===== config.mk =====
export PLATFORM = sky130hd
export DESIGN_NAME = cdu_node
export DESIGN_NICKNAME = d
export VERILOG_FILES = /design/src/rtl/cdu_pkg.sv /design/src/rtl/cdu_sync.sv /design/src/rtl/cdu_rx.sv /design/src/rtl/cdu_tx.sv /design/src/rtl/cdu_node.sv
export SDC_FILE = /design/constraint.sdc
export NUM_CORES = 1
export LEC_CHECK = 0
export CAP_MARGIN = 20
export CORE_UTILIZATION = 51
export CTS_CLUSTER_SIZE = 20
export DETAILED_ROUTE_END_ITERATION = 7
export PLACE_DENSITY = 0.82
export SLEW_MARGIN = 10
export SYNTH_ARGS = -nofsm -noshare
export SYNTH_HDL_FRONTEND = slang
export SYNTH_SLANG_ARGS = --single-unit
export TNS_END_PERCENT = 50

===== constraint.sdc =====
create_clock -name clk -period 1.83 [get_ports clk]
set_input_delay 0.2745 -clock clk [delete_from_list [all_inputs] [get_ports clk]]
set_output_delay 0.2745 -clock clk [all_outputs]
set_load 0.02 [all_outputs]

===== src/rtl/cdu_pkg.sv =====
package cdu_pkg;
  localparam int DATA_BITS  = 8;
  localparam int FRAME_BITS = DATA_BITS + 3;

  typedef enum logic [1:0] {TX_IDLE, TX_SEND, TX_COOL} tx_state_t;
  typedef enum logic [1:0] {RX_IDLE, RX_START, RX_BITS} rx_state_t;
endpackage


===== src/rtl/cdu_sync.sv =====
module cdu_sync #(
  parameter int STAGES = 2
) (
  input  logic clk,
  input  logic rst,
  input  logic din,
  output logic dout
);
  logic [STAGES-1:0] chain;

  always_ff @(posedge clk) begin
    if (rst) chain <= '1;
    else     chain <= {chain[STAGES-2:0], din};
  end

  assign dout = chain[STAGES-1];
endmodule


===== src/rtl/cdu_rx.sv =====
module cdu_rx
  import cdu_pkg::*;
#(
  parameter int CLKS_PER_BIT = 16,
  parameter bit ODD_PARITY   = 1'b0
) (
  input  logic                 clk,
  input  logic                 rst,
  input  logic                 line_s,
  output logic [DATA_BITS-1:0] rx_data,
  output logic                 rx_valid,
  output logic                 rx_parity_err,
  output logic                 rx_busy
);
  localparam int CW   = $clog2(CLKS_PER_BIT + 1);
  localparam int HALF = CLKS_PER_BIT / 2;
  localparam int IW   = $clog2(DATA_BITS + 2);

  rx_state_t            state;
  logic [CW-1:0]        cnt;
  logic [IW-1:0]        idx;
  logic [DATA_BITS:0]   shreg;

  always_ff @(posedge clk) begin
    if (rst) begin
      state         <= RX_IDLE;
      cnt           <= '0;
      idx           <= '0;
      shreg         <= '0;
      rx_data       <= '0;
      rx_valid      <= 1'b0;
      rx_parity_err <= 1'b0;
    end else begin
      rx_valid <= 1'b0;
      case (state)
        RX_IDLE: begin
          cnt <= '0;
          if (!line_s) state <= RX_START;
        end
        RX_START: begin
          if (cnt == CW'(HALF - 1)) begin
            cnt <= '0;
            idx <= '0;
            // spike rejection: line back high at mid-start
            state <= line_s ? RX_IDLE : RX_BITS;
          end else begin
            cnt <= cnt + 1'b1;
          end
        end
        RX_BITS: begin
          if (cnt == CW'(CLKS_PER_BIT - 1)) begin
            cnt <= '0;
            if (idx == IW'(DATA_BITS + 1)) begin
              rx_valid      <= 1'b1;
              rx_data       <= shreg[DATA_BITS-1:0];
              rx_parity_err <= (^shreg) ^ ODD_PARITY;
              state         <= RX_IDLE;
            end else begin
              shreg <= {line_s, shreg[DATA_BITS:1]};
              idx   <= idx + 1'b1;
            end
          end else begin
            cnt <= cnt + 1'b1;
          end
        end
        default: state <= RX_IDLE;
      endcase
    end
  end

  assign rx_busy = (state != RX_IDLE);


  rx_strobe_chk: assert property (@(posedge clk) disable iff (rst)
    rx_valid |=> !rx_valid);


  rx_after_bits_chk: assert property (@(posedge clk) disable iff (rst)
    $rose(rx_valid) |-> (state == RX_IDLE) && $past(state == RX_BITS));
endmodule


===== src/rtl/cdu_tx.sv =====
module cdu_tx
  import cdu_pkg::*;
#(
  parameter int CLKS_PER_BIT = 16,
  parameter bit ODD_PARITY   = 1'b0
) (
  input  logic                 clk,
  input  logic                 rst,
  input  logic [DATA_BITS-1:0] tx_data,
  input  logic                 tx_valid,
  output logic                 tx_ready,
  input  logic                 line_s,
  input  logic                 rx_busy,
  output logic                 drive_low,
  output logic                 lost_pulse,
  output logic                 done_pulse
);
  localparam int CW   = $clog2(CLKS_PER_BIT + 1);
  localparam int HALF = CLKS_PER_BIT / 2;
  localparam int IW   = $clog2(FRAME_BITS);

  tx_state_t             state;
  logic [CW-1:0]         cnt;
  logic [IW-1:0]         idx;
  logic [FRAME_BITS-1:0] shreg;
  logic                  par_bit;

  assign par_bit  = (^tx_data) ^ ODD_PARITY;
  assign tx_ready = (state == TX_IDLE) && !rx_busy && line_s;

  always_ff @(posedge clk) begin
    if (rst) begin
      state      <= TX_IDLE;
      cnt        <= '0;
      idx        <= '0;
      shreg      <= '1;
      drive_low  <= 1'b0;
      lost_pulse <= 1'b0;
      done_pulse <= 1'b0;
    end else begin
      lost_pulse <= 1'b0;
      done_pulse <= 1'b0;
      case (state)
        TX_IDLE: begin
          cnt <= '0;
          idx <= '0;
          if (tx_valid && tx_ready) begin
            shreg     <= {1'b1, par_bit, tx_data, 1'b0};
            drive_low <= 1'b1;
            state     <= TX_SEND;
          end
        end
        TX_SEND: begin
          if (cnt == CW'(HALF) && shreg[0] && !line_s) begin
            // recessive sent, dominant read: arbitration lost
            lost_pulse <= 1'b1;
            drive_low  <= 1'b0;
            cnt        <= '0;
            state      <= TX_COOL;
          end else if (cnt == CW'(CLKS_PER_BIT - 1)) begin
            cnt <= '0;
            if (idx == IW'(FRAME_BITS - 1)) begin
              done_pulse <= 1'b1;
              drive_low  <= 1'b0;
              state      <= TX_COOL;
            end else begin
              idx       <= idx + 1'b1;
              shreg     <= {1'b1, shreg[FRAME_BITS-1:1]};
              drive_low <= ~shreg[1];
            end
          end else begin
            cnt <= cnt + 1'b1;
          end
        end
        TX_COOL: begin
          if (!line_s)                           cnt <= '0;
          else if (cnt == CW'(CLKS_PER_BIT - 1)) begin
            cnt   <= '0;
            state <= TX_IDLE;
          end else                               cnt <= cnt + 1'b1;
        end
        default: state <= TX_IDLE;
      endcase
    end
  end


  lost_release_chk: assert property (@(posedge clk) disable iff (rst)
    lost_pulse |=> !drive_low);


  pulse_excl_chk: assert property (@(posedge clk) disable iff (rst)
    !(lost_pulse && done_pulse));


  lost_needs_low_chk: assert property (@(posedge clk) disable iff (rst)
    lost_pulse |-> !$past(line_s));
endmodule


===== src/rtl/cdu_node.sv =====
module cdu_node
  import cdu_pkg::*;
#(
  parameter int CLKS_PER_BIT = 16,
  parameter bit ODD_PARITY   = 1'b0,
  parameter int SYNC_STAGES  = 2
) (
  input  logic       clk,
  input  logic       rst,
  input  logic [7:0] tx_data,
  input  logic       tx_valid,
  output logic       tx_ready,
  input  logic       line_in,
  output logic       line_drive_low,
  output logic [7:0] rx_data,
  output logic       rx_valid,
  output logic       rx_parity_err,
  output logic       lost_pulse,
  output logic       done_pulse
);
  logic line_s;
  logic rx_busy;

  cdu_sync #(.STAGES(SYNC_STAGES)) u_sync (
    .clk(clk), .rst(rst), .din(line_in), .dout(line_s)
  );

  cdu_rx #(.CLKS_PER_BIT(CLKS_PER_BIT), .ODD_PARITY(ODD_PARITY)) u_rx (
    .clk(clk), .rst(rst), .line_s(line_s),
    .rx_data(rx_data), .rx_valid(rx_valid),
    .rx_parity_err(rx_parity_err), .rx_busy(rx_busy)
  );

  cdu_tx #(.CLKS_PER_BIT(CLKS_PER_BIT), .ODD_PARITY(ODD_PARITY)) u_tx (
    .clk(clk), .rst(rst), .tx_data(tx_data), .tx_valid(tx_valid),
    .tx_ready(tx_ready), .line_s(line_s), .rx_busy(rx_busy),
    .drive_low(line_drive_low), .lost_pulse(lost_pulse),
    .done_pulse(done_pulse)
  );


  ready_not_busy_chk: assert property (@(posedge clk) disable iff (rst)
    tx_ready |-> !rx_busy);
endmodule


## Word level (Yosys, flattened, before mapping)

Index checks and enable logic that the tools add are counted.

- Add/subtract/negate cells: 4
- Multiply operators: 0
- Div/mod/pow operators: 0
- Magnitude comparators: 0
- Equal/unequal tests: 23
- Shift-type cells: 0
- Multiplexer cells: 41
- Bitwise operators: 6
- Reduce and logical (&&, ||, !) cells: 27

Operator list:

| operator | count |
|---|---|
| $mux W11 | 4 |
| $pmux W5 S3 | 2 |
| $mux W5 | 5 |
| $mux W4 | 6 |
| $mux W2 | 11 |
| $pmux W11 S2 | 1 |
| $pmux W4 S2 | 2 |
| $eq A5 B4 Y1 const B | 3 |
| $ne A2 B2 Y1 const B | 6 |
| $pmux W2 S3 | 2 |
| $reduce_and A4 Y1 | 3 |
| $add A5 B1 Y5 const B | 2 |
| $ne A2 B1 Y1 const B | 5 |
| $reduce_and A5 Y1 | 2 |
| $reduce_and A3 Y1 | 3 |
| $reduce_xor A9 Y1 | 1 |
| $add A4 B1 Y4 const B | 2 |
| $eq A4 B4 Y1 const B | 2 |
| $reduce_xor A8 Y1 | 1 |
| $mux W1 | 7 |
| $ne A3 B1 Y1 const B | 2 |
| $not A1 Y1 | 6 |
| $reduce_bool A2 Y1 | 3 |
| $reduce_bool A3 Y1 | 2 |
| 10 further kinds | 18 |

- Bits in registers: 57
- Bits in latches: 0
- Bits in writable memories: 0
- Bits in read-only memories: 0
- Output and inout bits: 14
- Memories: 0

## Depth between registers and ports, before layout

- Word-level depth: 7
- Depth in mapped cells: 9
- Mapped depth without buffers: 9

## Modules after synthesis

Synthesis repeated with hierarchy kept, for this count alone.

- Cell total of the unflattened synthesis: 323
- Area, all modules: 2934.1 um2

By module, submodules not included:

| module | instances | cells each | area each (um2) | seq. area each (um2) |
|---|---|---|---|---|
| cdu_rx | 1 | 170 | 1527.7 | 600.6 |
| cdu_tx | 1 | 149 | 1353.8 | 480.5 |
| cdu_sync | 1 | 4 | 52.6 | 40.0 |

## Worst setup path before layout

OpenSTA, ideal clock, no wires.

- Path type: flip-flop to flip-flop
- From: register u_rx.cnt[0]
- To: register u_rx.cnt[2]
- Setup time: 0.070 ns
- Arrival: 1.742 ns
- Data required time: 1.760 ns
- Slack: 0.017 ns
- Stages on the path, launching flop included: 9
- Clock period less this slack: 1.813 ns
- Cells stage by stage: dfxtp_1 -> ha_1 -> nand3_1 -> inv_1 -> ha_1 -> nor2b_1 -> o21ai_1 -> or4b_1 -> a21oi_1

- Word-level cells in the longest chain between the ends: 3

Ends and longest elaborated chain:

| element | RTL line | source |
|---|---|---|
| start: declaration | cdu_rx.sv:20 | `logic [CW-1:0] cnt;` |
| start signal: assignment | cdu_rx.sv:47 | `cnt <= cnt + 1'b1;` |
| start signal: assignment | cdu_rx.sv:63 | `cnt <= cnt + 1'b1;` |
| $add A5 B1 Y5 (tied with other cells) | cdu_rx.sv:47, cdu_rx.sv:63 |  |
| $mux W5 (on tied branches) | cdu_rx.sv:51, cdu_rx.sv:41 |  |
| $pmux W5 S3 * | cdu_rx.sv:35 | `case (state)` |

Every way passes the cells marked *; elsewhere a longest branch is shown, timed or not.
A chain may end at the register's enable or synchronous reset.

## Worst setup path in the final report

- From: register u_tx.state[1]
- To: output port tx_ready

- Word-level cells in the longest chain between the ends: 3

Ends and longest elaborated chain:

| element | RTL line | source |
|---|---|---|
| start: declaration | cdu_tx.sv:22 | `tx_state_t state;` |
| start signal: assignment | cdu_tx.sv:33 | `state <= TX_IDLE;` |
| start signal: assignment | cdu_tx.sv:50 | `state <= TX_SEND;` |
| start signal: assignment | cdu_tx.sv:59 | `state <= TX_COOL;` |
| $logic_not A2 Y1 | cdu_tx.sv:29 | `assign tx_ready = (state == TX_IDLE) && !rx_busy && line_s;` |
| $logic_and A1 B1 Y1 (2 in series) | cdu_tx.sv:29 |  |
| end: declaration | cdu_node.sv:12 | `output logic tx_ready,` |

No other way between the ends.

==> results by group <==
Status
  – Run status: finished, final reports clean

Pwr
  – Combinational share of power: 37.9%
  – Worst IR Drop VDD: 0.6391 mV
  – Pleak: 1.276 nW
  – Sw frac: 34.25%
  – Design Power: ~0.0034 W
  – Clk pwr share: 19.6%
  – P per Cell Area: around 1000 nW/µm²
  – Pint: 0.002258 W
  – Switching pwr: 0.001176 W
  – Sequential Power Share: 42.5%

STA
  – Endpoints failing setup: 0
  – Fin worst setup slack: approximately 0.087 ns
  – Slew headroom: 55.50%
  – Clock skew: between 0.01 and 0.015 ns
  – Final period utilization: 95.24%
  – Slew Limit Fails: 0
  – Max Fclk: ~0.57 GHz
  – Least-Margin Pin Slew: 0.6674 ns
  – RSZ-0062 raised after global routing: yes
  – Fin crit period: 1.743 ns
  – Final hold slack: around 0.43 ns
  – Fin. Hold Viols: 0

Clock network
  – CTS sink cnt: 56
  – Clock Tree Root: clkbuf_8
  – Number of CTS-inserted buffers: 5
  – Worst-skew pair later-pin latency: 0.31 ns
  – CTS max path bufs: 2
  – CTS Hold Buffers Added: 0
  – CTS tree: yes
  – Clk slew on worst S/H paths: 0.10 ns
  – # H-tree levels: 2

Job
  – Max Cap Violations: 0

Cells and area
  – Final cell count without fillers: 447
  – Antenna cells: 0
  – Final Instance Area: 3447 µm²
  – Area grow syn2layout: 23.38%
  – Layout cells sized above 1: 16.18%
  – Nets: 407

Min path
  – Hold crit path type: reg -> reg

Drt
  – Vias per cell: 5.436
  – 1st-pass router iterations: 4
  – WL per Instance: 13.04 µm
  – Post-route ant nets: 0
  – WL final: 5830 µm
  – Residual DRC: 0
  – Initial DRC count: 79
  – Via count: 2,430

Critical path
  – Setup crit start: u_tx.state[1]
  – Worst Setup End Kind: output pin
  – R2R depth: 10
  – Crit start category: flip-flop
  – Crit path to: tx_ready
  – CP Data Arrival Time: 1.47 ns
  – RR Startpoint: u_rx.cnt[1]
  – CP required: 1.56 ns
  – Largest fanout on the critical path: 3
  – Reg2reg end: u_rx.state[1]
  – Flop-to-flop setup slack: 0.09 ns
  – Kind of critical path: reg -> out

Logic synthesis
  – Yosys cell types: 48
  – Post-synth EDFFs: 0
  – Syn_nets: 358
  – Main area contributors after synthesis: dfxtp_1 40%, ha_1 8.5%, nand2_1 7.5%, a21oi_1 5.6%, xnor2_1 3.8%
  – XOR/XNOR share of the synthesized area: 6.135%
  – Top cell type's share of synthesized area: roughly two fifths
  – Sequential share of the synthesized area: 40.13%
  – Synth Flop Type: dfxtp_1
  – Synth cell count leaders: 56 x dfxtp_1, 56 x nand2_1, 31 x a21oi_1, 24 x nor2_1, 19 x ha_1
  – Synth Warn #: 0
  – Post-Syn Instances: around 330
  – Post-synthesis adder-cell area fraction: 8.509%
  – Combinational family with the most area after synthesis: simple AND/OR/NAND/NOR gates
  – Synth Area in Compound Gates: 14.42%
  – Number of synthesized register bits: 56
  – Ys async rst share: 0%
  – Syn Area/Cell: 8.544 µm²
  – Multiplexer area fraction after synthesis: 3.224%
  – Synthesized area: 2794 µm²
  – Post-synthesis simple-gate area fraction: 24.14%
  – Area leader, netlist: dfxtp_1

Place
  – Pre-CTS WS: -0.01763 ns
  – Hpwl dp: between 4000 and 5000 µm
  – Placed Cells: 437
  – DP Area: between 3000 and 4000 µm²
  – RePlAce Congestion: 0.8348
  – Port Buf Inserts: 25

Global routing
  – Gr ovfl total: 0
  – Vias in the first global route: 2,274
  – Initial antenna violation count: 0
  – First-pass GRT wire length: around 9900 µm
  – Pin count of the biggest net entering global routing: 38
  – All-Layer GR Usage: 21.06%

Die
  – DIE WIDTH: 76.02 µm
  – Std-Cell Rows: 26
  – Die area: 5778 µm²
  – Die Span Y: 76.02 µm
  – Top Ports: 26
  – Core box area: 5205 µm²
  – Starting Density: between 50% and 60%
## worst min-delay path by stage
| stage | cells past startpoint | end | slack [ns] | startpoint |
|---|---|---|---|---|
| after global routing | 1 | u_sync.chain[1] | 0.44 | u_sync.chain[0] |
| after floorplan | 1 | u_sync.chain[0] | 0.38 | line_in |
| final | 1 | u_sync.chain[1] | 0.43 | u_sync.chain[0] |
| after detailed placement | 1 | u_sync.chain[1] | 0.41 | u_sync.chain[0] |
| after CTS | 1 | u_sync.chain[1] | 0.43 | u_sync.chain[0] |
| after global placement | 1 | u_sync.chain[1] | 0.40 | u_sync.chain[0] |
## power groups by stage
stage,registers [W],clock network [W],logic (W)
final,0.00146,0.000673,0.00130
after global routing,0.00148,0.000736,0.00142
after CTS,0.00146,0.000683,0.00124
after detailed placement,0.00148,0,0.00122
after global placement,0.00148,0,0.00118
after floorplan,0.00147,0,0.000827
## registers in the layout (all words and copies together), names as in the netlist
register            flops
u_rx.shreg              9
u_rx.rx_valid           1
u_tx.state              2
u_sync.chain            2
u_tx.cnt                5
u_rx.rx_parity_err      1
u_tx.idx                4
u_rx.state              2
u_tx.shreg             10
u_tx.lost_pulse         1
u_rx.rx_data            8
u_rx.idx                4
u_tx.done_pulse         1
u_tx.drive_low          1
u_rx.cnt                5
## what timing repair did
item,in CTS,in global routing
endpoints found under the setup margin,4,24
setup buffers,0,2
gates resized for setup,5,16
pin swaps,0,4
## area by class of cell
cell class | instances | area (µm²)
clock buffers | 6 | 72.57
clock inverters | 2 | 13.76
well taps | 70 | 87.58
fillers | 432 | 1758
repair buffers | 54 | 462.9
inverters | 13 | 48.80
multi-input cells | 246 | 1634
flip-flops and latches | 56 | 1127
## through the flow
step           utilization, %  setup TNS (ns)
2_1_floorplan               -               0
3_3_place_gp            63.05               0
3_5_place_dp            63.05        -0.02846
4_1_cts                 64.88               0
5_1_grt                 66.23        -0.01668
6_report                66.23               0
## layer usage
layer / up-vias / share of wire [%] / GRT usage (%)
met3: 11 / 3.9 / 4.192
li1: 1227 / - / -
met1: 1134 / 46 / 25.62
met2: 58 / 49 / 37.18
met4: 0 / 1.6 / 6.923
met5: - / 0 / 0
## kinds of logic after synthesis
| group | after synthesis |
|---|---|
| xor+xnor | 18 |
| flops | 56 |
| compound gates | 64 |
| mux | 9 |
| simple gates | 136 |
| buf+inv | 25 |
| fa+ha+maj | 19 |
## cell usage in the layout (no fill, tap or decap), drive strengths merged, types with 2 or more instances in the layout
cell type      netlist  routed
nand2               57      57
dfxtp               56      56
a21oi               32      32
buf                  4      30
nor2                24      24
clkdlybuf4s50        0      23
ha                  19      19
inv                 13      14
nand3               14      14
xnor2               12      12
mux2i                9       9
a211o                8       8
o21ai                7       7
nand3b               6       6
nor3                 6       6
clkbuf               8       6
nand2b               5       5
xor2                 5       5
nand4                5       5
a31oi                4       4
a22oi                4       4
or3                  3       3
nor2b                3       3
or2                  3       3
a31o                 2       2
## critical path, cell delays in order, from the launching register on
cell and delay, ns:
dfxtp_1 0.38, inv_1 0.09, ha_1 0.22, and3_1 0.18, clkdlybuf4s15_1 0.28
Note: power is estimated with default switching activity, not from simulation.
